## config.mk

```make
export PLATFORM = sky130hd
export DESIGN_NAME = pwr_mode_ctrl
export DESIGN_NICKNAME = d
export VERILOG_FILES = /design/src/rtl/pmc_pkg.sv /design/src/rtl/pmc_regs.sv /design/src/rtl/pmc_fsm.sv /design/src/rtl/pwr_mode_ctrl.sv
export SDC_FILE = /design/constraint.sdc
export NUM_CORES = 1
export LEC_CHECK = 0
export ABC_CLOCK_PERIOD_IN_PS = 2550
export BUFFER_PORTS_ARGS = -buffer_cell sky130_fd_sc_hd__clkbuf_2
export CORE_MARGIN = 2
export CORE_UTILIZATION = 50
export DETAILED_ROUTE_END_ITERATION = 6
export PLACE_DENSITY = 0.7
export SETUP_SLACK_MARGIN = 0.3
export SLEW_MARGIN = 30
export SYNTH_ARGS = -nofsm -noshare
export SYNTH_HDL_FRONTEND = slang
export SYNTH_SLANG_ARGS = --single-unit
export TNS_END_PERCENT = 5
```

## constraint.sdc

```tcl
create_clock -name clk -period 2.55 [get_ports clk]
set_clock_uncertainty 0.1 [all_clocks]
set_input_delay 0.255 -clock clk [delete_from_list [all_inputs] [get_ports clk]]
set_output_delay 0.255 -clock clk [all_outputs]
set_load 0.1 [all_outputs]
```

## src/rtl/pmc_pkg.sv

```systemverilog
package pmc_pkg;

  typedef enum logic [2:0] {
    PM_RUN    = 3'd0,
    PM_STOP   = 3'd1,
    PM_LPRUN  = 3'd2,
    PM_LPWAIT = 3'd3,
    PM_LPSTOP = 3'd4,
    PM_LLSTOP = 3'd5,
    PM_DEEP   = 3'd6,
    PM_ENTER  = 3'd7
  } pm_state_e;

  localparam int NUM_MODES = 7;

  localparam logic [2:0] SEL_STOP   = 3'b000;
  localparam logic [2:0] SEL_LPSTOP = 3'b010;
  localparam logic [2:0] SEL_LLS    = 3'b011;
  localparam logic [2:0] SEL_DEEP   = 3'b100;

  localparam int PERM_DEEP = 1;
  localparam int PERM_LLS  = 3;
  localparam int PERM_LP   = 5;

  localparam int ADDR_PERM = 0;
  localparam int ADDR_CTRL = 1;
  localparam int ADDR_DEEP = 2;
  localparam int ADDR_STAT = 3;

endpackage

```

## src/rtl/pmc_regs.sv

```systemverilog
module pmc_regs
  import pmc_pkg::*;
#(
  parameter int DW      = 8,
  parameter int AW      = 2,
  parameter int NUM_SUB = 4,
  parameter int SUB_W   = 3
) (
  input  logic          clk,
  input  logic          rst,
  input  logic          wr,
  input  logic [AW-1:0] addr,
  input  logic [DW-1:0] wdata,
  input  logic          in_run,
  input  logic          run_lp,
  input  logic          abort,
  input  logic [DW-1:0] status,
  output logic [DW-1:0] rdata,
  output logic [DW-1:0] perm_q,
  output logic          perm_locked,
  output logic [2:0]    stop_sel,
  output logic          wake_run,
  output logic          req_lp,
  output logic          req_norm
);

  localparam logic [DW-1:0] PERM_MASK =
    DW'((1 << PERM_DEEP) | (1 << PERM_LLS) | (1 << PERM_LP));
  localparam logic [SUB_W-1:0] SUB_RST = SUB_W'(NUM_SUB - 1);

  logic             wr_perm, wr_ctrl, wr_deep;
  logic             sel_ok;
  logic [SUB_W-1:0] sub_q;
  logic             bod_off_q;

  assign wr_perm = wr && (addr == AW'(ADDR_PERM));
  assign wr_ctrl = wr && (addr == AW'(ADDR_CTRL));
  assign wr_deep = wr && (addr == AW'(ADDR_DEEP));

  always_comb begin
    case (wdata[2:0])
      SEL_STOP:   sel_ok = 1'b1;
      SEL_LPSTOP: sel_ok = perm_q[PERM_LP];
      SEL_LLS:    sel_ok = perm_q[PERM_LLS];
      SEL_DEEP:   sel_ok = perm_q[PERM_DEEP];
      default:    sel_ok = 1'b0;
    endcase
  end

  assign req_lp   = wr_ctrl && (wdata[6:5] == 2'b10) && perm_q[PERM_LP];
  assign req_norm = wr_ctrl && (wdata[6:5] == 2'b00);

  always_ff @(posedge clk) begin
    if (rst) begin
      perm_q      <= '0;
      perm_locked <= 1'b0;
    end else if (wr_perm && !perm_locked) begin
      perm_q      <= wdata & PERM_MASK;
      perm_locked <= 1'b1;
    end
  end

  always_ff @(posedge clk) begin
    if (rst) begin
      stop_sel <= SEL_STOP;
      wake_run <= 1'b0;
    end else if (wr_ctrl) begin
      if (sel_ok) stop_sel <= wdata[2:0];
      if (in_run) wake_run <= wdata[7];
    end
  end

  always_ff @(posedge clk) begin
    if (rst) begin
      sub_q     <= SUB_RST;
      bod_off_q <= 1'b0;
    end else if (wr_deep) begin
      if (int'(wdata[SUB_W-1:0]) < NUM_SUB) sub_q <= wdata[SUB_W-1:0];
      bod_off_q <= wdata[5];
    end
  end

  always_comb begin
    rdata = '0;
    case (addr)
      AW'(ADDR_PERM): rdata = perm_q;
      AW'(ADDR_CTRL): begin
        rdata[2:0] = stop_sel;
        rdata[3]   = abort;
        rdata[6:5] = {run_lp, 1'b0};
        rdata[7]   = wake_run;
      end
      AW'(ADDR_DEEP): begin
        rdata[SUB_W-1:0] = sub_q;
        rdata[5]         = bod_off_q;
      end
      default: rdata = status;
    endcase
  end

endmodule

```

## src/rtl/pmc_fsm.sv

```systemverilog
module pmc_fsm
  import pmc_pkg::*;
#(
  parameter int DW        = 8,
  parameter int ENTRY_CYC = 4
) (
  input  logic          clk,
  input  logic          rst,
  input  logic          sleep_req,
  input  logic          deep_sleep,
  input  logic          irq,
  input  logic          dbg_en,
  input  logic [2:0]    stop_sel,
  input  logic          wake_run,
  input  logic          req_lp,
  input  logic          req_norm,
  output logic [DW-1:0] status_q,
  output logic          run_lp_q,
  output logic          abort_q,
  output logic          entering,
  output logic          in_run
);

  localparam int CNT_W = $clog2(ENTRY_CYC + 1);

  pm_state_e        state_q, state_n, origin_q, origin_n, target_q, target_n, disp;
  logic             from_run_q, from_run_n, abort_n, lp_n;
  logic [CNT_W-1:0] cnt_q, cnt_n;
  logic [DW-1:0]    onehot, status_n;

  function automatic pm_state_e map_stop(input logic [2:0] sel, input logic from_run);
    case (sel)
      SEL_LPSTOP: map_stop = PM_LPSTOP;
      SEL_LLS:    map_stop = PM_LLSTOP;
      SEL_DEEP:   map_stop = PM_DEEP;
      default:    map_stop = from_run ? PM_STOP : PM_LPSTOP;
    endcase
  endfunction

  always_comb begin
    state_n    = state_q;
    origin_n   = origin_q;
    target_n   = target_q;
    from_run_n = from_run_q;
    cnt_n      = cnt_q;
    abort_n    = abort_q;
    lp_n       = run_lp_q;
    case (state_q)
      PM_RUN: begin
        if (sleep_req && deep_sleep) begin
          state_n    = PM_ENTER;
          origin_n   = PM_RUN;
          target_n   = map_stop(stop_sel, 1'b1);
          from_run_n = 1'b1;
          cnt_n      = '0;
          abort_n    = 1'b0;
        end else if (req_lp) begin
          state_n = PM_LPRUN;
          lp_n    = 1'b1;
        end
      end
      PM_LPRUN: begin
        if (irq && wake_run) begin
          state_n = PM_RUN;
          lp_n    = 1'b0;
        end else if (sleep_req && deep_sleep) begin
          state_n    = PM_ENTER;
          origin_n   = PM_LPRUN;
          target_n   = map_stop(stop_sel, 1'b0);
          from_run_n = 1'b0;
          cnt_n      = '0;
          abort_n    = 1'b0;
        end else if (sleep_req) begin
          state_n = PM_LPWAIT;
        end else if (req_norm) begin
          state_n = PM_RUN;
          lp_n    = 1'b0;
        end
      end
      PM_LPWAIT: begin
        if (irq) begin
          state_n = wake_run ? PM_RUN : PM_LPRUN;
          lp_n    = !wake_run;
        end
      end
      PM_LPSTOP: begin
        if (irq) begin
          state_n = (from_run_q || wake_run) ? PM_RUN : PM_LPRUN;
          lp_n    = !(from_run_q || wake_run);
        end
      end
      PM_ENTER: begin
        if (irq) begin
          state_n = origin_q;
          abort_n = 1'b1;
        end else if (cnt_q == CNT_W'(ENTRY_CYC - 1)) begin
          state_n = target_q;
        end else begin
          cnt_n = cnt_q + 1'b1;
        end
      end
      default: begin
        if (irq) begin
          state_n = PM_RUN;
          lp_n    = 1'b0;
        end
      end
    endcase
  end

  assign disp = (state_n == PM_ENTER) ? origin_n : state_n;

  for (genvar g = 0; g < DW; g++) begin : g_onehot
    if (g < NUM_MODES) begin : g_mode
      assign onehot[g] = (disp == pm_state_e'(g));
    end else begin : g_unused
      assign onehot[g] = 1'b0;
    end
  end

  assign status_n = (dbg_en && (disp == PM_STOP || disp == PM_LPSTOP)) ? status_q : onehot;

  always_ff @(posedge clk) begin
    if (rst) begin
      state_q    <= PM_RUN;
      origin_q   <= PM_RUN;
      target_q   <= PM_STOP;
      from_run_q <= 1'b1;
      cnt_q      <= '0;
      abort_q    <= 1'b0;
      run_lp_q   <= 1'b0;
      status_q   <= DW'(1);
    end else begin
      state_q    <= state_n;
      origin_q   <= origin_n;
      target_q   <= target_n;
      from_run_q <= from_run_n;
      cnt_q      <= cnt_n;
      abort_q    <= abort_n;
      run_lp_q   <= lp_n;
      status_q   <= status_n;
    end
  end

  assign entering = (state_q == PM_ENTER);
  assign in_run   = (state_q == PM_RUN);

endmodule

```

## src/rtl/pwr_mode_ctrl.sv

```systemverilog
module pwr_mode_ctrl #(
  parameter int DW        = 8,
  parameter int AW        = 2,
  parameter int ENTRY_CYC = 4,
  parameter int NUM_SUB   = 4
) (
  input  logic          clk,
  input  logic          rst,
  input  logic [AW-1:0] reg_addr,
  input  logic          reg_wr,
  input  logic [DW-1:0] reg_wdata,
  output logic [DW-1:0] reg_rdata,
  input  logic          sleep_req,
  input  logic          deep_sleep,
  input  logic          irq,
  input  logic          dbg_en,
  output logic [DW-1:0] mode_status
);

  localparam int SUB_W = 3;

  logic [DW-1:0] prot_bits;
  logic          prot_locked;
  logic [2:0]    stop_sel;
  logic          wake_run, req_lp, req_norm;
  logic          run_lp, abort_flag, entering, in_run;

  pmc_regs #(.DW(DW), .AW(AW), .NUM_SUB(NUM_SUB), .SUB_W(SUB_W)) u_regs (
    .clk(clk), .rst(rst), .wr(reg_wr), .addr(reg_addr), .wdata(reg_wdata),
    .in_run(in_run), .run_lp(run_lp), .abort(abort_flag), .status(mode_status),
    .rdata(reg_rdata), .perm_q(prot_bits), .perm_locked(prot_locked),
    .stop_sel(stop_sel), .wake_run(wake_run), .req_lp(req_lp), .req_norm(req_norm)
  );

  pmc_fsm #(.DW(DW), .ENTRY_CYC(ENTRY_CYC)) u_fsm (
    .clk(clk), .rst(rst), .sleep_req(sleep_req), .deep_sleep(deep_sleep),
    .irq(irq), .dbg_en(dbg_en), .stop_sel(stop_sel), .wake_run(wake_run),
    .req_lp(req_lp), .req_norm(req_norm), .status_q(mode_status),
    .run_lp_q(run_lp), .abort_q(abort_flag), .entering(entering), .in_run(in_run)
  );

endmodule

```

==> impl_results.md <==
- Layout Utilization: 60.5%
- Post-Syn Area: 2000 um2
- Top cells by area, synth: dfxtp_1 (34%), nor2_1 (5.6%), mux2i_1 (5.0%)
- Final std cell area, no fill: 2370 um2
- R2R setup slack: 0.29 ns
- GRT Overall Usage: 22.6%
- Hold_sp: reg_wdata[7]
- Clk buf depth: 2
- Critical Path AT: 2.35 ns
- Fmax: 443 MHz
- Tmin final: around 2.3 ns
- Dominant cell type by area after synthesis: dfxtp_1
- Pwr Density: slightly below 800 nW/um2
- Final hold vios: 0
- Synth cell count leaders: dfxtp_1 (34), nor2_1 (30), nand2_1 (20)
- Row count: 23
- Synth Flop Type: dfxtp_1
- WL/cell: 14.4 um
- Initial drt markers: 118
- Initial antenna violation count: 0
- Final total negative setup slack: 0 ns
- Slew margin rel.: a little under three fifths
- Final slew viol count: 0
- Worst Setup Path Type: reg2reg
- Setup violators final: 0
- Die X: a little under 70 um
- Capturing point of the worst reg2reg path: u_fsm.status_q[2]
- FF-to-FF Start: u_fsm.cnt_q[0]
- Status: finished, final reports clean
- Die height: around 67 um
- CP Capture Type: register
- Post-DP HPWL: ~3300 um
- DR vias: between 1500 and 2000
- CTS tree: yes
- IO Count: 33
- Slew @ Worst Pin: 0.661 ns
- Post-DP Area: approximately 2200 um2
- Worst hold path depth: 3
- Final Cycle Share: 88.6%
- Worst-Skew Late Latency: 0.29 ns
- Yosys reg bits: 34
- Largest net degree at the start of global routing: 33
- RePlAce Congestion: 0.856
- Share of cells above drive strength 1: 28.0%
- DRT antenna net count: 0
- CP Data Required Time: ~2.6 ns
- Worst reg2reg path depth: 11
- Most common cell in the netlist: dfxtp_1
- Share of the synthesized area in the top cell type: 34.0%
- Post-synthesis area per instance: 8.35 um2
- H-tree depth: 2
- Maximum VDD drop: 380 uV
- Inserted Diodes: 0
- Crit Path Max Fanout: 5
- Root buf cell: clkbuf_8
- GRT overflow: 0
- YS warnings: 0
- Inst Count DP: 310
- FILL cells: 386
- Core Region: a little under 4000 um2
- Max-cap violations: 0
- Register area share after synthesis: 34.0%
- Ys async rst share: 0%
- HP Class: in2reg
- Vias per cell: 5.63
- First-pass iteration count of the detailed router: 4
- LEAKAGE: approximately 0.98 nW
- DIE AREA: 4530 um2
- Drt total wl: approximately 4700 um
- Initial Utilization: 51.2%
- Number of synthesized flops with an enable pin: 0
- First-pass GRT wire length: 7670 um
- Layout area overhead: 18.2%
- Worst-path clk slew: 0.07 ns
- RSZ-0062 raised after global routing: true
- Hold slack final: ~0.096 ns
- Vias in the first global route: 1626
- Clk sinks: 34
- I/O Buffers: 30
- Unique masters post-synth: 57
- Final nets: 293
- Drc violations: 0
- Worst Hold End: u_regs.wake_run
- Cells after Synth: 240
- Setup crit start kind: register
- Synthesized Nets: 259
- CTS Buf Count: 5
- Final cell count without fillers: around 330
==> where the power goes <==
group          total [W]  switching, W  internal (W)
clock network   0.000414      0.000197      0.000218
registers       0.000652     0.0000681      0.000584
logic           0.000791      0.000538      0.000253
total            0.00186      0.000803       0.00105
==> kinds of logic after synthesis <==
group / synth area share (%)
adders and majority gates: 1.25
buffers and inverters: 5.43
xor gates and xnor gates: 0.437
AOI/OAI and AO/OA: 22.8
other: 0.187
DFF: 34.0
muxes: 7.81
and+or+nand+nor: 28.1
==> placed cells by master, fill, tap and decap left out, drive strengths merged, types with 4 or more instances in the layout <==
| cell type | Yosys | routed |
|---|---|---|
| dfxtp | 34 | 34 |
| inv | 5 | 5 |
| mux2i | 10 | 10 |
| nand2 | 20 | 20 |
| nand2b | 4 | 4 |
| o21ai | 10 | 10 |
| a211o | 4 | 4 |
| clkbuf | 6 | 37 |
| nor2b | 14 | 14 |
| nor2 | 31 | 31 |
| a21oi | 15 | 15 |
| nand3 | 8 | 8 |
| and2 | 7 | 7 |
| nor3 | 5 | 5 |
| and3 | 4 | 4 |
| buf | 9 | 12 |
==> worst max path at each step <==
stage,start,end,slack [ns],cells past startpoint
3_3_place_gp,u_fsm.cnt_q[0],u_fsm.status_q[6],0.22,9
4_1_cts,u_fsm.cnt_q[0],u_fsm.status_q[6],0.26,9
2_1_floorplan,u_fsm.status_q[5],reg_rdata[5],0.18,2
6_report,u_fsm.cnt_q[0],u_fsm.status_q[2],0.29,11
3_5_place_dp,u_fsm.cnt_q[0],u_fsm.status_q[6],0.17,9
5_1_grt,u_fsm.cnt_q[0],u_fsm.status_q[6],0.22,9
==> metrics by stage <==
stage               total power (W)  setup WS, ns
floorplan                   0.00128         0.182
CTS                         0.00184         0.265
detailed placement          0.00139         0.167
global route                0.00196         0.217
global placement            0.00138         0.218
finish                      0.00186         0.292
==> state kept, by name, summed over array words and instances (netlist names) <==
name / cells
u_fsm.status_q: 7
u_fsm.cnt_q: 3
u_fsm.origin_q: 3
u_fsm.state_q: 3
u_fsm.target_q: 3
u_regs.perm_q: 3
u_regs.stop_sel: 3
u_regs.sub_q: 3
u_fsm.abort_q: 1
u_fsm.from_run_q: 1
u_fsm.run_lp_q: 1
u_regs.bod_off_q: 1
u_regs.perm_locked: 1
u_regs.wake_run: 1
==> per-layer routing <==
layer	vias to the layer above	part of all wire [%]	global-route usage (%)
li1	939	-	-
met1	843	48	29.2
met2	40	46	36.3
met3	8	4.1	5.17
met4	0	1.9	9.18
met5	-	0	0
==> critical path, stage by stage, from the launching register on <==
cell and delay, ns:
dfxtp_2 0.34, ha_4 0.16, ha_4 0.16, nor2b_4 0.12, a221o_1 0.30, a221oi_2 0.27, buf_4 0.15, buf_2 0.16
buf_4 0.12, o211a_1 0.13, nand4_1 0.09, o31ai_1 0.08
==> what timing repair did <==
item                       4_1_cts  5_1_grt
setup endpoints to repair        7        7
hold buffers                     0        0
pin swaps                        9        5
setup buffers                    3        3
gates resized for setup         12        5
gates cloned                     1        0
==> final cells by class <==
type | instances | area, um2 | area share [%]
Multi-Input combinational cell | 186 | 1270 | 53.7
Clock inverter | 1 | 5.00 | 0.211
Inverter | 5 | 18.8 | 0.792
Clock buffer | 7 | 86.3 | 3.65
Tap cell | 50 | 62.6 | 2.64
Sequential cell | 34 | 687 | 29.0
Timing Repair Buffer | 42 | 238 | 10.0
No activity file was read; power rests on OpenSTA's default activity.
